### config.mk
export PLATFORM = sky130hd
export DESIGN_NAME = pwr_mode_ctrl
export DESIGN_NICKNAME = d
export VERILOG_FILES = /design/src/rtl/pmc_pkg.sv /design/src/rtl/pmc_level.sv /design/src/rtl/pmc_sel_ovr.sv /design/src/rtl/pmc_out_reg.sv /design/src/rtl/pwr_mode_ctrl.sv
export SDC_FILE = /design/constraint.sdc
export NUM_CORES = 1
export LEC_CHECK = 0
export BUFFER_PORTS_ARGS = -buffer_cell sky130_fd_sc_hd__buf_2
export CORE_AREA = 2 2 39 41
export CTS_BUF_LIST = sky130_fd_sc_hd__clkbuf_8
export DETAILED_ROUTE_END_ITERATION = 8
export DIE_AREA = 0 0 41 43
export SYNTH_ARGS = -nofsm -noshare
export SYNTH_HDL_FRONTEND = slang
export SYNTH_SLANG_ARGS = --single-unit
### constraint.sdc
create_clock -name clk -period 1.3 [get_ports clk]
set_input_delay 0.195 -clock clk [delete_from_list [all_inputs] [get_ports clk]]
set_output_delay 0.195 -clock clk [all_outputs]
set_load 0.05 [all_outputs]
### src/rtl/pmc_pkg.sv
package pmc_pkg;

  localparam int DOM_N     = 5;
  localparam int DOM_PORT  = 0;
  localparam int DOM_VGA   = 1;
  localparam int DOM_DEMOD = 2;
  localparam int DOM_SYNTH = 3;
  localparam int DOM_VCO   = 4;

  typedef enum logic [1:0] {
    LVL_OFF  = 2'd0,
    LVL_PORT = 2'd1,
    LVL_STBY = 2'd2,
    LVL_RUN  = 2'd3
  } lvl_t;

  typedef logic [DOM_N-1:0] dom_vec_t;

  // Priority: pin shutdown, then register run bit, then awake bit.
  function automatic lvl_t resolve_level(input logic pin_off,
                                         input logic run,
                                         input logic awake);
    lvl_t l;
    if (pin_off)     l = LVL_OFF;
    else if (!run)   l = LVL_PORT;
    else if (!awake) l = LVL_STBY;
    else             l = LVL_RUN;
    return l;
  endfunction

  function automatic dom_vec_t domain_mask(input lvl_t l);
    dom_vec_t m;
    m = '0;
    case (l)
      LVL_OFF:  m = '0;
      LVL_PORT: m[DOM_PORT] = 1'b1;
      LVL_STBY: begin
        m = '1;
        m[DOM_VGA]   = 1'b0;
        m[DOM_DEMOD] = 1'b0;
      end
      default:  m = '1;
    endcase
    return m;
  endfunction

  function automatic logic mode_floats(input logic [1:0] code);
    return code[1];
  endfunction

  function automatic logic pick_sel(input logic [1:0] code, input logic reg_bit);
    logic v;
    if (mode_floats(code)) v = reg_bit;
    else                   v = code[0];
    return v;
  endfunction

endpackage

### src/rtl/pmc_level.sv
module pmc_level
  import pmc_pkg::*;
(
  input  logic     pin_off,
  input  logic     run,
  input  logic     awake,
  output lvl_t     lvl,
  output dom_vec_t mask
);

  lvl_t lvl_c;

  always_comb begin
    lvl_c = resolve_level(pin_off, run, awake);
  end

  assign lvl  = lvl_c;
  assign mask = domain_mask(lvl_c);

endmodule

### src/rtl/pmc_sel_ovr.sv
module pmc_sel_ovr
  import pmc_pkg::*;
#(
  parameter int N_SEL = 3
) (
  input  logic [1:0]       code,
  input  logic [N_SEL-1:0] reg_bits,
  output logic             driven,
  output logic [N_SEL-1:0] sel
);

  assign driven = ~mode_floats(code);

  for (genvar g = 0; g < N_SEL; g++) begin : g_bit
    assign sel[g] = pick_sel(code, reg_bits[g]);
  end

endmodule

### src/rtl/pmc_out_reg.sv
module pmc_out_reg #(
  parameter int           W       = 1,
  parameter logic [W-1:0] RST_VAL = '0
) (
  input  logic         clk,
  input  logic         rst,
  input  logic [W-1:0] d,
  output logic [W-1:0] q
);

  always_ff @(posedge clk) begin
    if (rst) q <= RST_VAL;
    else     q <= d;
  end

endmodule

### src/rtl/pwr_mode_ctrl.sv
module pwr_mode_ctrl
  import pmc_pkg::*;
#(
  parameter int N_SEL = 3
) (
  input  logic             clk,
  input  logic             rst,
  input  logic             pin_shdn,
  input  logic [1:0]       pin_mode,
  input  logic             reg_run,
  input  logic             reg_awake,
  input  logic [N_SEL-1:0] reg_sel,
  output logic [DOM_N-1:0] pwr_en,
  output logic [N_SEL-1:0] sel_eff
);

  localparam int W_OUT = DOM_N + N_SEL;

  lvl_t             lvl_w;
  dom_vec_t         mask_w;
  logic             ovr_active;
  logic [N_SEL-1:0] sel_w;
  logic [W_OUT-1:0] out_d;
  logic [W_OUT-1:0] out_q;

  pmc_level u_level (
    .pin_off (pin_shdn),
    .run     (reg_run),
    .awake   (reg_awake),
    .lvl     (lvl_w),
    .mask    (mask_w)
  );

  pmc_sel_ovr #(.N_SEL(N_SEL)) u_ovr (
    .code     (pin_mode),
    .reg_bits (reg_sel),
    .driven   (ovr_active),
    .sel      (sel_w)
  );

  assign out_d = {sel_w, mask_w};

  pmc_out_reg #(.W(W_OUT), .RST_VAL('0)) u_oreg (
    .clk (clk),
    .rst (rst),
    .d   (out_d),
    .q   (out_q)
  );

  assign pwr_en  = out_q[DOM_N-1:0];
  assign sel_eff = out_q[W_OUT-1:DOM_N];

endmodule

==> results.toml, run 1 <==
[worst_setup_path]
arrival_ps = 790
path_max_fanout = 2
crit_start = "u_oreg.q[4]"
cp-end-kind = "primary output"
path_class = "reg2out"
crit_path_top_delay_cell = "dfxtp_1"
cp_cell_sequence = "buf_2"
critPathBufInv = 1
cp_top_family = "flip-flops"
critPathMaxStageDelay_ps = 320
required_ps = 1110
start_kind = "register"

[cts]
cts_resized = 0
htree_levels = 1
root_buffer = "clkbuf_8"
cts_setup_buffers = 0
cts.sinks = 6
clockBufferDepth = 2
tritoncts = "built"
clk_pin_slew_ps = 30
numCtsBuffers = 3
holdBufCountCts = 0

[detailed_routing]
final_antenna_net_count = 0
drtPass1Iterations = 3
wl_per_cell_um = 7.92
met1_length_um = 165
drc = 0
num_vias = 183
routed-wl-met2_um = 203
drtIter0Drc = 8
vias_per_cell = 3.52
top_layer = "met3"
dr_wl_met3_um = 43
totalWireLength_um = 412

[floorplan]
die_x_um = 41
coreArea_um2 = 1380
initial_utilization_pct = 13.7
die_area_um2 = 1760
chipHeight_um = 43
ioPinCount = 18
rows = 14

[sta]
fin_crit_ps = 989
period_share_pct = 76.1
holdWs_ps = 157
tightest_slew_ps = 249
worst_slack_ps = 311
relSlewSlack_pct = 83.5
rsz0062_at_grt = "no"
setup_viol = 0
hold_viol = 0
drv_slew = 0
tns_ps = 0
fmax_ghz = 1.01

[synth]
yosysTopAreaCellShare_pct = 63.2
synth_fa_ha_area_share_pct = 0
synthFlopType = "dfxtp_1"
muxShareOfSynthArea_pct = 0
synth-edff-count = 0
synth_top_area_cell = "dfxtp_1"
synth_xor_area_share_pct = 0
synth_most_common_cell = "dfxtp_1"
synth_compound_area_share_pct = 7.89
async_flop_share_pct = 0
synth_seq_cells = 6
avgSynthCellArea_um2 = 10.6
synth_cells = 18
syn_area_um2 = 190
seq_area_frac_synth_pct = 63.2
synth_top_family_by_area = "simple AND/OR/NAND/NOR gates"
yosys.area_share.simple_pct = 21.1
synth_cell_types = 8
yosys-top-cells-count = "dfxtp_1, a21oi_1, nand2_1"
synthTopCellsByArea = "dfxtp_1, a21oi_1, buf_4"
syn_nets = 28
ys_warn_count = 0

[worst_hold_path]
hold_end = "u_oreg.q[0]"
min_path_type = "in2reg"
hp-start = "pin_shdn"
whs_path_depth = 2

[layout]
fin_nets = 48
final_area_um2 = 322
instances_no_fill = 52
reg_top3 = "u_oreg.q: 6 flops"
num_antenna_cells = 0
area_delta_synth_final_pct = 69.1
multi_input_area_um2 = 55.1
regArea_um2 = 120
fillers = 164
top_register = "u_oreg.q"
drive_above_1_share_pct = 58.3
largest_reg_flops = 6

[run_status]
outcome = "complete, no violations"

[global_routing]
overflow = 0
grt_pass1_wl_um = 579
grt_pass1_vias = 164
grt_usage_pct = 5.82
antenna_found_initial = 0
grt_max_degree = 6

[place]
dp_cells = 49
io_buffers = 17
gp_congestion = 0.639
placed_cell_area_um2 = 280
place_ws_ps = 535

[power_and_ir_drop]
leakage_nw = 0.169
power_density_nw_per_um2 = 1690
ir_drop_uv = 286

[job]
maxCapViolations = 0
power by group:
part	switching (W)	internal, W	leakage [nW]	total, W
Clock	0.0000695	0.000198	0.0216	0.000267
Combinational	0.0000567	0.0000226	0.0974	0.0000793
Sequential	0.00000229	0.000195	0.0496	0.000197
placed cells by master (no fill, tap or decap), drive strengths merged:
cell type  count
nor3b          1
nand2b         1
and2           1
buf           17
a21oi          3
dfxtp          6
clkbuf         3
nor2           1
nand2          3
per-stage QoR:
stage | total power, W | utilization, %
after detailed placement | 0.000280 | 20.3
final | 0.000544 | 23.2
after global routing | 0.000565 | 23.2
after global placement | 0.000279 | 20.3
after CTS | 0.000553 | 23.2
after floorplan | 0.000254 | -
cell type report:
class	instances	share of cell area, %
repair buffers	17	26.5
well taps	16	6.23
multi-input cells	10	17.1
flip-flops and latches	6	37.4
clock buffers	3	12.8
layer usage:
metal / track usage, % / up-vias
met4: 12.0 / 0
li1: - / 92
met5: 0 / -
met1: 5.13 / 79
met3: 0 / 0
met2: 7.50 / 12
kinds of logic after synthesis:
| family | Yosys count |
|---|---|
| AND/OR/NAND/NOR | 7 |
| flip-flops | 6 |
| AO/OA/AOI/OAI | 3 |
| buffers and inverters | 2 |
how the worst max path moves through the flow:
stage	end	slack [ps]	cells past startpoint
final	pwr_en[3]	310	1
after global routing	pwr_en[3]	280	1
after CTS	pwr_en[3]	300	1
after detailed placement	pwr_en[3]	540	1
after global placement	pwr_en[2]	550	1
after floorplan	pwr_en[2]	210	1
No activity file was read; power rests on OpenSTA's default activity.
==> run 2, diff against run 1 <==
==> constraint.sdc (replaced) <==
create_clock -name clk -period 0.85 [get_ports clk]
set_input_delay 0.1275 -clock clk [delete_from_list [all_inputs] [get_ports clk]]
set_output_delay 0.1275 -clock clk [all_outputs]
set_load 0.05 [all_outputs]
==> run 2 against run 1 <==
Compared with the run above: clock power increased by 54%; die area unchanged; largest power group unchanged; count of clock-buffer cells in the layout unchanged; via count unchanged; sequential power increased by 55%; worst hold slack got worse by 72 ps; cell count unchanged; flip-flop and latch count unchanged; total power increased by 57%; setup slack got worse by 310 ps.
==> results.toml, run 2 (synthesized netlist as in run 1, its figures left out) <==
[layout]
top_register = "u_oreg.q"
layout_commonest_cell = "buf_2"
largest_reg_flops = 6
final_cell_mix = "buf_2, buf_4, dfxtp_1"
num_antenna_cells = 0
instances_no_fill = 52
drive_above_1_share_pct = 63.9
reg_top3 = "u_oreg.q: 6 flops"
fin_nets = 48
area_delta_synth_final_pct = 92.8

[worst_setup_path]
cp.depth = 1
path_max_fanout = 2
required_ps = 720
arrival_ps = 720
start_kind = "register"
cp_top_family = "flip-flops"
critPathMaxStageDelay_ps = 310
crit_path_top_delay_cell = "dfxtp_2"
cp_cell_sequence = "buf_4"
path_class = "reg2out"
cp-end-kind = "primary output"
critPathBufInv = 1

[cts]
numCtsBuffers = 3
tritoncts = "built"
holdBufCountCts = 0
clockBufferDepth = 2
htree_levels = 1
clk_pin_slew_ps = 30
root_buffer = "clkbuf_8"
cts.sinks = 6

[global_routing]
antenna_found_initial = 0
grt_pass1_vias = 154
grt_usage_pct = 5.52
grt_pass1_wl_um = 558
grt_max_degree = 6
overflow = 0

[place]
gp_congestion = 0.616
dp_cells = 49
io_buffers = 17
place_ws_ps = 174

[floorplan]
die_area_um2 = 1760
ioPinCount = 18
chipHeight_um = 43
coreArea_um2 = 1380
rows = 14
initial_utilization_pct = 13.7
die_x_um = 41

[sta]
hold_viol = 0
worst_slack_ps = 1.73
rsz0062_at_grt = "yes"
period_share_pct = 99.8
relSlewSlack_pct = 89.8
tightest_slew_ps = 154
drv_slew = 0
fmax_ghz = 1.18
setup_viol = 0
fin_crit_ps = 848

[power_and_ir_drop]
ir_drop_uv = 327
power_density_nw_per_um2 = 2330
leakage_nw = 0.176

[detailed_routing]
totalWireLength_um = 422
vias_per_cell = 3.52
drc = 0
num_vias = 183
drtIter0Drc = 1
wl_per_cell_um = 8.12
drtPass1Iterations = 3
final_antenna_net_count = 0

[worst_hold_path]
hold_end = "u_oreg.q[0]"
min_path_type = "in2reg"
whs_path_depth = 2
hp-start = "pin_shdn"

[job]
maxCapViolations = 0

[run_status]
outcome = "complete, no violations"
==> run 2: changes by cell type in the layout (fill, tap and decap cells not counted) <==
cell and delta:
buf_2 -8, buf_8 +2, dfxtp_2 +2, buf_4 +4, buf_6 +2, dfxtp_1 -2
==> run 2: per-stage QoR <==
| step | utilization (%) | hold slack [ps] | total power, W | instance area (um2) | TNS [ps] |
|---|---|---|---|---|---|
| 6_report | 26.5 | 85.3 | 0.000854 | 367 | 0 |
| 3_5_place_dp | 20.4 | 314 | 0.000429 | 283 | 0 |
| 5_1_grt | 26.5 | 99.2 | 0.000891 | 367 | -84.6 |
| 4_1_cts | 25.0 | 81.9 | 0.000864 | 347 | -122 |
| 3_3_place_gp | 20.4 | 312 | 0.000427 | 283 | 0 |
| 2_1_floorplan | - | 193 | 0.000389 | 193 | 0 |
==> run 2: what timing repair did <==
item / CTS / global route
cloned: 0 / 0
setup endpoints to repair: 8 / 6
setup buffers: 0 / 0
resized for setup: 8 / 8
==> run 2: final cells by class <==
type	count	area [um2]
clock buffers	3	41.3
flip-flops and latches	6	123
multi-input cells	10	55.1
fillers	153	1020
repair buffers	17	128
well taps	16	20.0
==> run 2: where the power goes <==
part | leakage [nW] | total (W) | switching, W | internal (W)
clock | 0.0216 | 0.000410 | 0.000107 | 0.000303
combinational | 0.104 | 0.000139 | 0.0000873 | 0.0000519
sequential | 0.0505 | 0.000305 | 0.00000630 | 0.000299
total | 0.176 | 0.000854 | 0.000200 | 0.000654
==> run 2: worst max path at each step <==
stage	from	endpoint	slack (ps)
2_1_floorplan	u_oreg.q[2]	pwr_en[2]	5
3_3_place_gp	u_oreg.q[2]	pwr_en[2]	180
3_5_place_dp	u_oreg.q[2]	pwr_en[1]	170
4_1_cts	u_oreg.q[4]	pwr_en[4]	-60
5_1_grt	u_oreg.q[4]	pwr_en[3]	-30
6_report	u_oreg.q[4]	pwr_en[3]	2
==> run 2: layer usage <==
| layer | track usage [%] | routed length, um | up-vias |
|---|---|---|---|
| met5 | 0 | 0 | - |
| met4 | 10.0 | 24 | 0 |
| met3 | 1.57 | 48 | 3 |
| met2 | 5.94 | 181 | 16 |
| met1 | 5.77 | 167 | 72 |
| li1 | - | - | 92 |
